--- src/rtl/scm_pkg.sv ---
package scm_pkg;
  typedef enum logic [1:0] {
    PH_ACC  = 2'd0,
    PH_THR  = 2'd1,
    PH_LEAK = 2'd2
  } phase_t;
endpackage

--- src/rtl/scm_spike_gate.sv ---
module scm_spike_gate #(
  parameter int N_IN  = 2,
  parameter int LANES = 4,
  parameter int WW    = 8
) (
  input  logic [N_IN-1:0]          spikes,
  input  logic [N_IN*LANES*WW-1:0] weights,
  output logic [N_IN*LANES*WW-1:0] gated
);
  localparam int ROW_W = LANES * WW;

  // A binary spike selects its weight row or forces it to zero
  for (genvar k = 0; k < N_IN; k++) begin : g_row
    assign gated[k*ROW_W +: ROW_W] = spikes[k] ? weights[k*ROW_W +: ROW_W] : '0;
  end
endmodule

--- src/rtl/scm_simd_adder.sv ---
module scm_simd_adder #(
  parameter int N_IN  = 2,
  parameter int LANES = 4,
  parameter int WW    = 8,
  parameter int AW    = 16
) (
  input  logic [LANES*AW-1:0]      acc_in,
  input  logic [N_IN*LANES*WW-1:0] gated,
  output logic [LANES*AW-1:0]      acc_out
);
  localparam int SW = AW + $clog2(N_IN + 1) + 1;
  localparam logic signed [SW-1:0] MAXV = SW'((2 ** (AW - 1)) - 1);
  localparam logic signed [SW-1:0] MINV = -MAXV - SW'(1);

  // Each lane has its own wide sum; no carry path exists between lanes
  for (genvar j = 0; j < LANES; j++) begin : g_lane
    logic signed [SW-1:0] tot;
    logic        [WW-1:0] w;
    logic        [AW-1:0] a;

    always_comb begin
      a   = acc_in[j*AW +: AW];
      tot = {{(SW-AW){a[AW-1]}}, a};
      w   = '0;
      for (int k = 0; k < N_IN; k++) begin
        w   = gated[(k*LANES + j)*WW +: WW];
        tot = tot + {{(SW-WW){w[WW-1]}}, w};
      end
    end

    always_comb begin
      if (tot > MAXV)      acc_out[j*AW +: AW] = MAXV[AW-1:0];
      else if (tot < MINV) acc_out[j*AW +: AW] = MINV[AW-1:0];
      else                 acc_out[j*AW +: AW] = tot[AW-1:0];
    end
  end
endmodule

--- src/rtl/scm_phase_ctrl.sv ---
module scm_phase_ctrl
  import scm_pkg::*;
(
  input  logic clk,
  input  logic rst_n,
  input  logic in_valid,
  input  logic step_end,
  output logic in_ready,
  output logic accept,
  output logic thr_phase,
  output logic leak_phase
);
  phase_t state_q, state_d;

  always_comb begin
    state_d = state_q;
    case (state_q)
      PH_ACC:  if (step_end) state_d = PH_THR;
      PH_THR:  state_d = PH_LEAK;
      PH_LEAK: state_d = PH_ACC;
      default: state_d = PH_ACC;
    endcase
  end

  always_ff @(posedge clk or negedge rst_n) begin
    if (!rst_n) state_q <= PH_ACC;
    else        state_q <= state_d;
  end

  assign in_ready   = (state_q == PH_ACC);
  assign accept     = in_valid && in_ready;
  assign thr_phase  = (state_q == PH_THR);
  assign leak_phase = (state_q == PH_LEAK);

  AST_STEP_END_CLOSES: assert property (@(posedge clk) disable iff (!rst_n)
    (in_ready && step_end) |=> !in_ready);
  AST_LEAK_REOPENS: assert property (@(posedge clk) disable iff (!rst_n)
    leak_phase |=> in_ready);
endmodule

--- src/rtl/scm_crossbar_mac.sv ---
module scm_crossbar_mac #(
  parameter int N_IN  = 2,
  parameter int LANES = 4,
  parameter int WW    = 8,
  parameter int AW    = 16,
  localparam int SHW  = $clog2(AW)
) (
  input  logic                     clk,
  input  logic                     rst_n,
  input  logic                     in_valid,
  output logic                     in_ready,
  input  logic [N_IN-1:0]          in_spikes,
  input  logic [N_IN*LANES*WW-1:0] in_weights,
  input  logic                     step_end,
  input  logic [AW-1:0]            threshold,
  input  logic [SHW-1:0]           leak_shift,
  output logic                     out_valid,
  output logic [LANES-1:0]         out_spikes,
  output logic [LANES*AW-1:0]      membrane
);
  logic accept, thr_phase, leak_phase;
  logic [N_IN*LANES*WW-1:0] gated;
  logic [LANES*AW-1:0]      sum_flat;
  logic signed [AW-1:0]     mem_q [LANES];
  logic signed [AW-1:0]     mem_d [LANES];
  logic [LANES-1:0]         fire_now, spk_q, zero_mask;
  logic                     ov_q;

  scm_phase_ctrl u_ctrl (
    .clk(clk), .rst_n(rst_n), .in_valid(in_valid), .step_end(step_end),
    .in_ready(in_ready), .accept(accept),
    .thr_phase(thr_phase), .leak_phase(leak_phase)
  );

  scm_spike_gate #(.N_IN(N_IN), .LANES(LANES), .WW(WW)) u_gate (
    .spikes(in_spikes), .weights(in_weights), .gated(gated)
  );

  scm_simd_adder #(.N_IN(N_IN), .LANES(LANES), .WW(WW), .AW(AW)) u_add (
    .acc_in(membrane), .gated(gated), .acc_out(sum_flat)
  );

  for (genvar j = 0; j < LANES; j++) begin : g_lane
    assign membrane[j*AW +: AW] = mem_q[j];
    assign fire_now[j]  = (mem_q[j] >= $signed(threshold));
    assign zero_mask[j] = (mem_q[j] == '0);
  end

  always_comb begin
    for (int j = 0; j < LANES; j++) begin
      mem_d[j] = mem_q[j];
      if (accept)
        mem_d[j] = $signed(sum_flat[j*AW +: AW]);
      else if (thr_phase && fire_now[j])
        mem_d[j] = '0;
      else if (leak_phase && !spk_q[j])
        mem_d[j] = mem_q[j] >>> leak_shift;
    end
  end

  always_ff @(posedge clk or negedge rst_n) begin
    if (!rst_n) begin
      for (int j = 0; j < LANES; j++) mem_q[j] <= '0;
    end else if (accept || thr_phase || leak_phase) begin
      for (int j = 0; j < LANES; j++) mem_q[j] <= mem_d[j];
    end
  end

  always_ff @(posedge clk or negedge rst_n) begin
    if (!rst_n) begin
      spk_q <= '0;
      ov_q  <= 1'b0;
    end else begin
      ov_q <= thr_phase;
      if (thr_phase) spk_q <= fire_now;
    end
  end

  assign out_valid  = ov_q;
  assign out_spikes = ov_q ? spk_q : '0;

  AST_SILENT_BEAT: assert property (@(posedge clk) disable iff (!rst_n)
    (accept && in_spikes == '0) |=> membrane == $past(membrane));
  AST_NO_INPUT_WHILE_FIRING: assert property (@(posedge clk) disable iff (!rst_n)
    out_valid |-> !in_ready);
  AST_FIRED_CLEARED: assert property (@(posedge clk) disable iff (!rst_n)
    out_valid |-> ((out_spikes & ~zero_mask) == '0));
  AST_ONE_CYCLE_VALID: assert property (@(posedge clk) disable iff (!rst_n)
    out_valid |=> !out_valid);
  AST_QUIET_SPIKES: assert property (@(posedge clk) disable iff (!rst_n)
    !out_valid |-> out_spikes == '0);
endmodule

--- config.mk ---
export PLATFORM = sky130hd
export DESIGN_NAME = scm_crossbar_mac
export DESIGN_NICKNAME = d
export VERILOG_FILES = /design/src/rtl/scm_pkg.sv /design/src/rtl/scm_spike_gate.sv /design/src/rtl/scm_simd_adder.sv /design/src/rtl/scm_phase_ctrl.sv /design/src/rtl/scm_crossbar_mac.sv
export SDC_FILE = /design/constraint.sdc
export NUM_CORES = 1
export LEC_CHECK = 0
export BUFFER_PORTS_ARGS = -buffer_cell sky130_fd_sc_hd__buf_4
export CAP_MARGIN = 25
export CORE_MARGIN = 4
export CORE_UTILIZATION = 60
export CTS_CLUSTER_DIAMETER = 200
export CTS_CLUSTER_SIZE = 30
export DETAILED_ROUTE_END_ITERATION = 7
export PLACE_DENSITY = 0.82
export SYNTH_ARGS = -nofsm -noshare
export SYNTH_HDL_FRONTEND = slang
export SYNTH_SLANG_ARGS = --single-unit
--- constraint.sdc ---
create_clock -name clk -period 11 [get_ports clk]
set_input_delay 1.1 -clock clk [delete_from_list [all_inputs] [get_ports clk]]
set_output_delay 1.1 -clock clk [all_outputs]
set_load 0.1 [all_outputs]
=== Yosys cells after proc, flatten, opt, wreduce, memory -nomap -nowiden ===
Index checks and enable logic that the tools add are counted.

* Memories kept: 0
* Memory bits (read-only): 0
* Bits in latches: 0
* Output and inout bits: 70
* Word-level logic and storage cells: 83
* Bits in writable memories: 0
* Register bits after elaboration: 71

* Order comparisons: 12
* Mux-type cells: 25
* Div/mod/pow operators: 0
* Equality and inequality tests: 3
* Multipliers: 0
* Shifts and indexed selects: 4
* Bitwise operators: 0
* $add $sub $neg: 8
* Reduce and logical (&&, ||, !) cells: 24

{| class="wikitable"
|+ Operators by type and width
! operator !! number
|-
| 2-to-1 mux 16 bit || 20
|-
| adder 19 bit || 4
|-
| greater-than comparator 19 x 16 -> 1 bit (second input constant) || 4
|-
| less-than comparator 19 x 16 -> 1 bit (second input constant) || 4
|-
| adder 16 x 8 -> 17 bit || 4
|-
| >= comparator 16 bit || 4
|-
| 2-to-1 mux 32 bit || 2
|-
| >>> shifter 16 x 4 -> 16 bit || 4
|-
| nonzero test 3 bit || 4
|-
| logical AND 1 bit || 9
|-
| AND reduction 2 bit || 4
|-
| zero test 1 bit || 4
|-
| 2-to-1 mux 4 bit || 1
|-
| one-hot mux 2 bit (2 select lines) || 1
|-
| equality test 2 x 1 -> 1 bit (second input constant) || 1
|-
| equality test 2 bit (second input constant) || 1
|-
| zero test 2 bit || 1
|-
| logical OR 1 bit || 2
|-
| 2-to-1 mux 2 bit || 1
|-
| inequality test 2 bit (second input constant) || 1
|}

=== Depth between registers and ports, before layout ===
* Word-level depth: 7
* Mapped depth: 28

=== Cells and area by module ===
A second synthesis with hierarchy kept.

* Cells, all modules: 1656
* Area, all modules: 14008.4 µm²

{| class="wikitable"
|+ By module, submodules not included
! module !! sequential area each (µm²) !! area each (µm²) !! times used !! cells each
|-
| scm_crossbar_mac || 1726.7 || 7915.1 || 1 || 891
|-
| scm_simd_adder || 0.0 || 5495.3 || 1 || 687
|-
| scm_spike_gate || 0.0 || 510.5 || 1 || 70
|-
| scm_phase_ctrl || 50.0 || 87.6 || 1 || 8
|}

=== Worst setup path after synthesis ===
Ideal clock, no wire load.

* Path type: in2reg
* Start: input in_spikes[0]
* End: register mem_q (netlist bit membrane[38])
* Setup slack: 4.759 ns
* Cell stages on the path: 27
* Buffers on the path: 4
* Data arrival time: 6.174 ns
* Library setup time: 0.067 ns
* Cells stage by stage: clkbuf_1 -> clkbuf_1 -> clkbuf_1 -> and2_1 -> ha_1 -> inv_1 -> fa_1 -> nor2b_1 -> o21ai_0 -> a21boi_0 -> o21a_1 -> o21ai_0 -> a21oi_1 -> nand4_1 -> o21ai_0 -> xor2_1 -> ha_1 -> nand2_1 -> o21ai_0 -> nor3_1 -> a211o_1 -> o21ai_0 -> nand2_1 -> a221o_1 -> buf_2 -> o221ai_1 -> o21a_1

* Longest elaborated chain between the ends: 7
* Elaborated cells between the ends (all ways): 8

{| class="wikitable"
|+ Ends and longest elaborated chain
! element !! line !! RTL
|-
| from (decl) || scm_crossbar_mac.sv:12 || <nowiki>input logic [N_IN-1:0] in_spikes,</nowiki>
|-
| 2-to-1 mux 32 bit (*) || scm_spike_gate.sv:14 || <nowiki>assign gated[k*ROW_W +: ROW_W] = spikes[k] ? weights[k*ROW_W +: ROW_W] : '0;</nowiki>
|-
| adder 16 x 8 -> 17 bit (*) || scm_simd_adder.sv:27 || <nowiki>tot = tot + {{(SW-WW){w[WW-1]}}, w};</nowiki>
|-
| adder 19 bit (*) || scm_simd_adder.sv:27 ||
|-
| less-than comparator 19 x 16 -> 1 bit || scm_simd_adder.sv:33 || <nowiki>else if (tot < MINV) acc_out[j*AW +: AW] = MINV[AW-1:0];</nowiki>
|-
| 2-to-1 mux 16 bit || scm_simd_adder.sv:33 ||
|-
| 2-to-1 mux 16 bit (*) || scm_simd_adder.sv:32 || <nowiki>if (tot > MAXV) acc_out[j*AW +: AW] = MAXV[AW-1:0];</nowiki>
|-
| 2-to-1 mux 16 bit (*) || scm_crossbar_mac.sv:52 || <nowiki>if (accept)</nowiki>
|-
| to (decl) || scm_crossbar_mac.sv:24 || <nowiki>logic signed [AW-1:0] mem_q [LANES];</nowiki>
|}

Mark *: on every way between the ends. The rest lies on a longest branch, timed or not.
A chain may end at the register's enable or synchronous reset.

=== Worst setup path in the final report ===
* Start: input in_spikes[0]
* End: register mem_q (netlist bit membrane[46])

The elaborated chain is that of the path after synthesis.

==> summary.txt <==
core area = 0.0213 sq mm
dominant cells by area after synthesis = ha_1 (16%), dfrtp_1 (14%), a21oi_1 (5.9%)
final cell count without fillers = 2095
Routability Congestion = 0.952
RSZ-0062 raised after global routing = false
Mapped Area = 0.0131 sq mm
Synth Instances = 1740
violation count after the first detailed-route iteration = 1210
CP Launch Type = input port
type of the most critical hold path = flop to flop
r2r setup slk = 5.32 ns
vias per cell = 6.61
number of remaining DRC errors = 0
first-pass GRT wire length = 66000 um
worst-case clock buffer depth = 2
Distinct cells, synth = 79
reg2reg end = membrane[46]$_DFFE_PN0P_
DR pass1 iterations = 8
CTS tree = yes
status = finished clean
initial antenna violation count = 0
CP startpoint = in_spikes[0]
Die ar. = 0.0243 sq mm
post-cts resize count = 0
Arrival @ worst endpoint = 6.84 ns
clk_skew = 0.00668 ns
reg-to-reg startpoint = membrane[32]$_DFFE_PN0P_
routed via count = 13855
CP Max Fanout = 41
clock latency on the worst-skew pair = 0.34 ns
fin area = 0.0146 sq mm
largest net degree at the start of global routing = 72
PortBufs = 159
gr ovfl total = 0
I/O Pins = 160
async set-reset flop share out of synthesis = 1.00
final wirelength = 41100 um
hold slack final = 0.492 ns
H-tree level count = 3
CP endpoint kind = flop
CP required = 11.27 ns
sequential fraction of the synthesis area = 0.135
Antenna Violating Nets Remaining = 0
Placed Area = 0.0143 sq mm
fmax = 152 MHz
clk slew on worst S/H paths = 0.06 ns
number of buffers created by CTS = 9
number of placed instances, taps included = 2081
# nets final = 2083
Synth area leader = ha_1
TNS Setup = 0 ns
post-synthesis register bit count = 71
DP HPWL = 30900 um
CP Class = input port to flop
total track usage = 0.325
R2R cell count = 22
# clock sinks = 71
Critical Path Sink = membrane[46]$_DFFE_PN0P_
wire length per cell = 19.6 um
syn nets = 2006
post-layout minimum cycle time = 6.57 ns
chip height = 156 um
# diodes = 0
maxcap violations = 0
die width = 156 um
warning count from the yosys run = 0
top cell type's share of synthesized area = 0.160
Slew @ Worst Pin = 1.06 ns
final setup vio count = 0
proportion of layout cells with a drive suffix above 1 = 0.130
EDFF count, synth = 0
HP Start = spk_q[0]$_DFFE_PN0P_
Tcrit/Tclk final = 0.597
clock root buffer = clkbuf_16
synth-to-layout area growth = 11.5%
Max-Slew Margin vs Limit = 0.291
Main synth FF type = dfrtp_1
post-CTS setup buffer count = 0
CTS Hold Bufs = 0
row count = 53
max-slew violations = 0
Hold Vio Cnt, Final = 0
Mapped Avg Cell Area = 7.54 sq um
Initial Utilization = 0.617
Fillers = 1801
number of global-route vias before repair = 13255
[layer usage]
layer,vias up,GRT usage,routed length [um]
li1,6561,-,-
met1,6525,0.431,17300
met2,655,0.538,18900
met3,114,0.0416,3240
met4,0,0.133,1610
met5,-,0,0
[kinds of logic after synthesis]
| kind of cell | Yosys count | synth area share |
|---|---|---|
| buffers and inverters | 174 | 0.0507 |
| DFF | 71 | 0.135 |
| xor gates and xnor gates | 111 | 0.0741 |
| AOI/OAI and AO/OA | 574 | 0.291 |
| adders and majority gates | 176 | 0.172 |
| muxes | 92 | 0.0785 |
| and+or+nand+nor | 542 | 0.198 |
[Yosys cell counts, drive strengths merged, types with 6 or more instances]
cell    instances
o22ai          14
xor2           45
o21bai         12
buf            18
a21oi         156
fa              8
nor3           33
nor4            7
a221oi         10
o211ai         24
or3            10
or2            10
o21ai         114
inv            72
and2           70
ha            168
o32a           10
o221ai          9
a31oi          24
o31ai           9
and3           18
nand2         144
mux2i          58
mux2           28
mux4            6
dfrtp          71
nand3          27
clkbuf         84
nor2          152
o311ai          8
nor2b          18
o22a           24
o21a           21
a21boi         14
a211oi         30
nand2b         24
xnor2          66
a21o           44
nand4          19
[worst max-delay path, stage by stage]
cell and delay, ns:
buf_4 0.37, and2_1 0.19, ha_1 0.16, inv_1 0.06, fa_1 0.41, nor2b_1 0.15
o21ai_0 0.12, a21boi_0 0.26, o21a_1 0.18, o21ai_0 0.08, a21oi_1 0.51, nand4_1 0.21
o21ai_0 0.15, xor2_1 0.10, ha_1 0.40, nand2_1 0.07, o21ai_0 0.22, nor3_1 0.07
a211o_1 0.33, o21ai_0 0.42, o21bai_1 0.19, a311o_1 0.38, o21ai_2 0.46, o32a_1 0.24
[registers in the layout (all words and copies together) (netlist names)]
register,count
out_valid,1
spk_q,4
u_ctrl.state_q,2
membrane,64
[placed cells by master (no fill, tap or decap), types with 21 or more instances in the layout]
cell / instances
ha_1: 168
buf_4: 168
a21oi_1: 156
nor2_1: 152
nand2_1: 144
o21ai_0: 102
inv_1: 72
dfrtp_1: 71
and2_1: 70
xnor2_1: 66
mux2i_1: 58
xor2_1: 45
a21o_1: 44
nor3_1: 33
a211oi_1: 30
mux2_2: 28
nand3_1: 27
nand2b_1: 24
a31oi_1: 24
o211ai_1: 24
o22a_1: 24
o21a_1: 21
[through the flow]
stage / util / setup slack [ns]
6_report: 0.688 / 4.43
5_1_grt: 0.688 / 4.01
4_1_cts: 0.688 / 4.54
3_5_place_dp: 0.674 / 4.22
3_3_place_gp: 0.674 / 4.44
2_1_floorplan: - / 4.76
[how the worst min path moves through the flow]
stage                           endpoint  slack [ns]  cells past startpoint
global placement    spk_q[0]$_DFFE_PN0P_        0.48                      1
floorplan           spk_q[3]$_DFFE_PN0P_        0.46                      1
CTS                 spk_q[0]$_DFFE_PN0P_        0.50                      1
finish              spk_q[0]$_DFFE_PN0P_        0.49                      1
global route        spk_q[0]$_DFFE_PN0P_        0.50                      1
detailed placement  spk_q[0]$_DFFE_PN0P_        0.48                      1
[layout make-up]
cell class	instances	area [sq um]	share of cell area
sequential	71	1780	0.121
clock buffer	9	225	0.0154
tap	275	344	0.0235
clock inverter	5	75.1	0.00513
inverter	72	270	0.0185
multi-input combinational	1495	10700	0.730
timing repair buffer	168	1260	0.0862
Power is left out: the tool's default activity adds up to more than one toggle a clock period on the data nets, which glitch-free logic cannot reach.
